File: config.mk
export PLATFORM = sky130hd
export DESIGN_NAME = hs_fault_supervisor
export DESIGN_NICKNAME = d
export VERILOG_FILES = /design/src/rtl/hs_fault_supervisor.sv
export SDC_FILE = /design/constraint.sdc
export NUM_CORES = 1
export LEC_CHECK = 0
export ABC_CLOCK_PERIOD_IN_PS = 2600
export BUFFER_PORTS_ARGS = -buffer_cell sky130_fd_sc_hd__buf_4
export CELL_PAD_IN_SITES_DETAIL_PLACEMENT = 0
export CELL_PAD_IN_SITES_GLOBAL_PLACEMENT = 1
export CORE_UTILIZATION = 46
export DETAILED_ROUTE_END_ITERATION = 6
export GPL_TIMING_DRIVEN = 0
export HOLD_SLACK_MARGIN = 0.15
export MAX_ROUTING_LAYER = met4
export PLACE_DENSITY_LB_ADDON = 0.25
export RECOVER_POWER = 50
export SYNTH_ARGS = -nofsm -noshare
export SYNTH_HDL_FRONTEND = slang
export SYNTH_SLANG_ARGS = --single-unit
File: constraint.sdc
create_clock -name clk -period 2.6 [get_ports clk]
set_input_delay 0.52 -clock clk [delete_from_list [all_inputs] [get_ports clk]]
set_output_delay 0.52 -clock clk [all_outputs]
set_load 0.05 [all_outputs]
File: src/rtl/hs_fault_supervisor.sv
module hs_fault_supervisor #(
  parameter int OV_MASK_CYC  = 200,
  parameter int OC_FILT_CYC  = 3,
  parameter int VDS_MASK_CYC = 13000,
  parameter int CLR_WAIT_CYC = 10000
) (
  input  logic       clk,
  input  logic       rst_n,
  input  logic       stby_i,
  input  logic       in_i,
  input  logic       ov_i,
  input  logic       uv5_i,
  input  logic       uv3_i,
  input  logic       ot_i,
  input  logic       oc_i,
  input  logic       vds_i,
  input  logic       open_i,
  input  logic       vshort_i,
  output logic       gate_en_o,
  output logic       off_norm_o,
  output logic       off_fast_o,
  output logic [1:0] diag_mode_o,
  output logic [1:0] oc_thr_sel_o
);

  localparam int NIN = 10;
  localparam int OVW = $clog2(OV_MASK_CYC + 1);
  localparam int OCW = $clog2(OC_FILT_CYC + 1);
  localparam int VDW = $clog2(VDS_MASK_CYC + 1);
  localparam int CLW = $clog2(CLR_WAIT_CYC + 1);
  localparam logic [OVW-1:0] OV_LAST = OVW'(OV_MASK_CYC - 1);
  localparam logic [OCW-1:0] OC_LAST = OCW'(OC_FILT_CYC - 1);
  localparam logic [VDW-1:0] VD_LAST = VDW'(VDS_MASK_CYC - 1);
  localparam logic [CLW-1:0] CL_LOAD = CLW'(CLR_WAIT_CYC);

  localparam logic [1:0] DG_LOW   = 2'd0;
  localparam logic [1:0] DG_HIGH  = 2'd1;
  localparam logic [1:0] DG_OPEN  = 2'd2;
  localparam logic [1:0] DG_SENSE = 2'd3;

  logic [NIN-1:0] raw, sy1, sy2;
  assign raw = {vshort_i, open_i, vds_i, oc_i, ot_i, uv3_i, uv5_i, ov_i, in_i, stby_i};

  always_ff @(posedge clk) begin
    if (!rst_n) begin
      sy1 <= '0;
      sy2 <= '0;
    end else begin
      sy1 <= raw;
      sy2 <= sy1;
    end
  end

  logic s_stby, s_in, s_ov, s_uv5, s_uv3, s_ot, s_oc, s_vds, s_open, s_short;
  assign {s_short, s_open, s_vds, s_oc, s_ot, s_uv3, s_uv5, s_ov, s_in, s_stby} = sy2;

  logic           in_d, latch_q, ov_hold;
  logic [OVW-1:0] ov_cnt;
  logic [OCW-1:0] oc_cnt;
  logic [VDW-1:0] vds_cnt;
  logic [CLW-1:0] clr_cnt, ld_tmr;
  logic [1:0]     ld_code, live_code;

  wire in_fall  = in_d & ~s_in;
  wire in_rise  = ~in_d & s_in;
  wire clr_busy = clr_cnt != '0;
  wire ld_busy  = ld_tmr != '0;

  wire oc_trip  = s_stby & s_oc & (oc_cnt == OC_LAST);
  wire vds_trip = s_stby & s_vds & (s_uv5 | (vds_cnt == VD_LAST));
  wire uv3_trip = s_stby & s_uv3;
  wire set_now  = uv3_trip | oc_trip | vds_trip;

  assign live_code = !s_stby ? DG_LOW : s_short ? DG_HIGH : s_open ? DG_OPEN : DG_LOW;

  always_ff @(posedge clk) begin
    if (!rst_n) begin
      in_d    <= 1'b0;
      latch_q <= 1'b0;
      ov_hold <= 1'b0;
      ov_cnt  <= '0;
      oc_cnt  <= '0;
      vds_cnt <= '0;
      clr_cnt <= '0;
      ld_tmr  <= '0;
      ld_code <= DG_LOW;
    end else begin
      in_d <= s_in;

      if (set_now)      latch_q <= 1'b1;
      else if (in_fall) latch_q <= 1'b0;

      if (in_fall && latch_q) clr_cnt <= CL_LOAD;
      else if (clr_busy)      clr_cnt <= clr_cnt - 1'b1;

      ov_hold <= s_stby & s_ov & (ov_hold | ~s_in | (ov_cnt == OV_LAST));
      if (s_stby && s_ov && s_in && !ov_hold)
        ov_cnt <= (ov_cnt == OV_LAST) ? ov_cnt : ov_cnt + 1'b1;
      else
        ov_cnt <= '0;

      if (s_stby && s_oc)
        oc_cnt <= (oc_cnt == OC_LAST) ? oc_cnt : oc_cnt + 1'b1;
      else
        oc_cnt <= '0;

      if (s_stby && s_vds)
        vds_cnt <= (vds_cnt == VD_LAST) ? vds_cnt : vds_cnt + 1'b1;
      else
        vds_cnt <= '0;

      if (!s_in) ld_code <= live_code;

      if (!s_in || !s_stby)              ld_tmr <= '0;
      else if (in_rise && ld_code != DG_LOW) ld_tmr <= CL_LOAD;
      else if (ld_busy)                  ld_tmr <= ld_tmr - 1'b1;
    end
  end

  assign gate_en_o = s_stby & s_in & ~latch_q & ~set_now & ~clr_busy
                   & ~ov_hold & ~s_ot & ~s_uv5;
  assign off_norm_o = ~gate_en_o;
  assign off_fast_o = s_stby & (latch_q | set_now);

  always_comb begin
    if (!s_stby)                   diag_mode_o = DG_LOW;
    else if (latch_q || clr_busy)  diag_mode_o = DG_HIGH;
    else if (!s_in)                diag_mode_o = live_code;
    else if (ld_busy)              diag_mode_o = ld_code;
    else if (gate_en_o)            diag_mode_o = DG_SENSE;
    else                           diag_mode_o = DG_LOW;
  end

  assign oc_thr_sel_o = s_uv5 ? 2'd2 : s_vds ? 2'd1 : 2'd0;

endmodule

==> flow_summary_export.csv <==
group,metric,value,unit
status,status,"finished, violations left",
status,violations,"negative setup slack",
timing,worstMarginPinSlew,0.517,ns
floorplan,initial_utilization,0.480,
finish,post-route-util,0.583,
detailed_routing,drcViolationCount,0,
clock_tree,cts.sinks,77,
synth,ys.flop_type,"dfxtp_1",
detailed_routing,met3_length,231,um
clock_tree,clock_path_buffers,2,
worst_setup_path,crit_top_cell,"or4_4",
floorplan,die_y,86.6,um
hold_path,min_path_type,"input port to register",
global_routing,overflow,0,
hold_path,hp-start,"uv5_i",
hold_path,min_path_cells,2,
detailed_routing,ant_nets,0,
clock_tree,cts_tree,"done",
detailed_routing,wl_per_cell,13.0,um
clock_tree,cts_root_buffer,"clkbuf_8",
synth,yosys_register_bits,77,
placed_design,dp_hpwl,4.37,mm
synth,yosys_warnings,0,
pwr,p_per_area,828,nW/um^2
synth,ys_types,46,
timing,slew_violations,0,
timing,layout_setup_ws,-0.403,ns
worst_setup_path,crit_chain,"or4_4, nand4bb_4, or4_4, a311oi_4, buf_6",
finish,antennaDiodeCount,0,
timing,fmax,333,MHz
clock_tree,htreeDepth,3,
synth,synth_top_area_cell,"dfxtp_1",
placed_design,portBuffers,17,
hold_path,hold_path_end,"sy1[3]$_SDFF_PN0_",
timing,fin_crit,3.00,ns
timing,max_slew_margin,0.653,
floorplan,ios,19,
worst_setup_path,required,2.08,ns
worst_setup_path,worstPathArrival,2.48,ns
timing,finalHoldViolCount,0,
detailed_routing,dr.pass1.iters,4,
finish,finish.instance_area,4000,um^2
worst_setup_path,rr_startpoint,"clr_cnt[4]$_SDFFE_PN0P_",
synth,syn_nets,380,
detailed_routing,wl_met1,3.40,mm
placed_design,place_area,3570,um^2
placed_design,gp_congestion,0.788,
detailed_routing,top_layer,"met4",
synth,syn_area,3290,um^2
synth,synth.most_common_cell,"dfxtp_1",
pwr,ir_drop,0.000709,V
clock_tree,clk_pin_slew_worst_paths,0.09,ns
clock_tree,worstSkewPairLatency,0.35,ns
synth,synth_enable_flop_cells,0,
global_routing,antenna_found_initial,0,
global_routing,grt_pass1_vias,2358,
synth,syn_area_per_cell,9.10,um^2
finish,layout-drive-gt1-share,0.207,
pwr,p_leak,0.00153,uW
synth,ys_seq_area_frac,0.468,
worst_setup_path,r2r_end,"clr_cnt[8]$_SDFFE_PN0P_",
floorplan,coreArea,6870,um^2
worst_setup_path,r2r_slack,0.61,ns
global_routing,grt_usage,0.192,
timing,fin_skew,0.0130,ns
synth,syn_inst,362,
worst_setup_path,endpoint_kind,"primary output",
worst_setup_path,cpPeakStageDelay,0.53,ns
synth,synthArstFlopShare,0,
global_routing,grt_first_pass_wirelength,10.8,mm
detailed_routing,first_iter_violations,129,
worst_setup_path,reg2reg_depth,8,
finish,fin_nets,424,
flow_run,maxCapViolCount,0,
finish,fillers,625,
clock_tree,numCtsBuffers,9,
clock_tree,ctsHoldBuffers,0,
pwr,finalPower,3310,uW
floorplan,std_cell_rows,30,
timing,period_share,1.15,
worst_setup_path,timing.critical_path.from_type,"register",
placed_design,preCtsSetupSlack,-0.178,ns
timing,tns,-1.09,ns
synth,synthTopCellsByCount,"dfxtp_1, nor2_1, xor2_1",
timing,rsz0062_at_grt,"true",
worst_setup_path,path_class,"register to primary output",
detailed_routing,wl,6.58,mm
finish,syn_to_final_growth,21.5,%
synth,synth_area_leaders,"dfxtp_1, xor2_1, nor2_1",
global_routing,grt_max_degree,15,
detailed_routing,routed_via_density,5.16,
worst_setup_path,crit_path_max_fanout,2,
worst_setup_path,slowest_stage,"or4_4",
detailed_routing,vias,2618,
detailed_routing,wl_met2,2.86,mm
floorplan,die_w,86.6,um
floorplan,dieArea,7500,um^2
synth,synth_top_area_share,0.468,
timing,finalSetupViolCount,5,
final cells by class:
cell class	count	area, um^2	share of cell area
buffer	11	57.6	0.0144
clock buffer	10	138	0.0344
inverter	9	33.8	0.00844
timing repair buffer	33	274	0.0685
tap	96	120	0.0300
sequential	77	1550	0.388
clock inverter	6	47.5	0.0119
multi-input combinational	265	1780	0.444
power breakdown:
part | internal [uW] | switching [uW] | leakage [uW]
combinational | 536 | 519 | 0.000822
sequential | 1300 | 115 | 0.000632
clock | 377 | 462 | 0.0000811
total | 2220 | 1100 | 0.00153
what timing repair did:
| item | 4_1_cts | 5_1_grt |
|---|---|---|
| setup buffers | 9 | 8 |
| resized for setup | 25 | 15 |
| setup endpoints to repair | 5 | 5 |
| cloned | 0 | 0 |
| pin swaps | 6 | 7 |
critical path, delay by kind of cell, from the launching register on:
| kind | cells | cell delay, ns |
|---|---|---|
| AND/OR/NAND/NOR | 3 | 1.28 |
| flip-flops | 1 | 0.33 |
| AO/OA/AOI/OAI | 1 | 0.32 |
| buffers and inverters | 1 | 0.20 |
metrics by stage:
stage | hold WS [ns] | std cells
6_report | 0.369 | 507
5_1_grt | 0.356 | 507
4_1_cts | 0.360 | 500
3_5_place_dp | 0.418 | 475
3_3_place_gp | 0.416 | 475
2_1_floorplan | 0.412 | 362
state kept, by name, indices dropped and copies added (netlist names):
register  flops
sy1          10
clr_cnt      14
latch_q       1
ov_cnt        8
ov_hold       1
ld_code       2
sy2          10
in_d          1
oc_cnt        2
ld_tmr       14
vds_cnt      14
layer usage:
| layer | vias to the layer above | track usage |
|---|---|---|
| met5 | - | - |
| met2 | 42 | 0.276 |
| li1 | 1345 | - |
| met4 | 0 | 0.0636 |
| met1 | 1222 | 0.264 |
| met3 | 9 | 0.0457 |
worst max-delay path by stage:
stage	cells past startpoint	end	start	slack, ns
final	5	diag_mode_o[1]	clr_cnt[4]$_SDFFE_PN0P_	-0.40
after CTS	5	diag_mode_o[1]	clr_cnt[8]$_SDFFE_PN0P_	-0.39
after global routing	5	diag_mode_o[1]	clr_cnt[4]$_SDFFE_PN0P_	-0.47
after floorplan	4	diag_mode_o[0]	clr_cnt[11]$_SDFFE_PP0P_	-0.16
after global placement	7	diag_mode_o[0]	clr_cnt[2]$_SDFFE_PP0P_	-0.13
after detailed placement	7	diag_mode_o[0]	clr_cnt[2]$_SDFFE_PP0P_	-0.18
kinds of logic (layout without fill, tap and decap cells):
group                      Yosys count  after routing  share of synthesized area
xor gates and xnor gates            34             34                     0.0904
adders and majority gates            6              6                     0.0228
DFF                                 77             77                      0.468
and+or+nand+nor                    179            179                      0.306
buffers and inverters               20             69                     0.0243
AOI/OAI and AO/OA                   43             43                     0.0798
muxes                                3              3                    0.00912
layout by cell type (no fill, tap or decap), drive strengths merged, types with 8 or more instances in the layout:
cell type and n:
nand3 20, nor3 10, nor2b 8, buf 35
nand2 18, inv 10, dfxtp 77, nor2 49
and3 9, xor2 27, nand4 8, and2 21
a21oi 22, clkbuf 19
(Power assumes the default switching activity.)
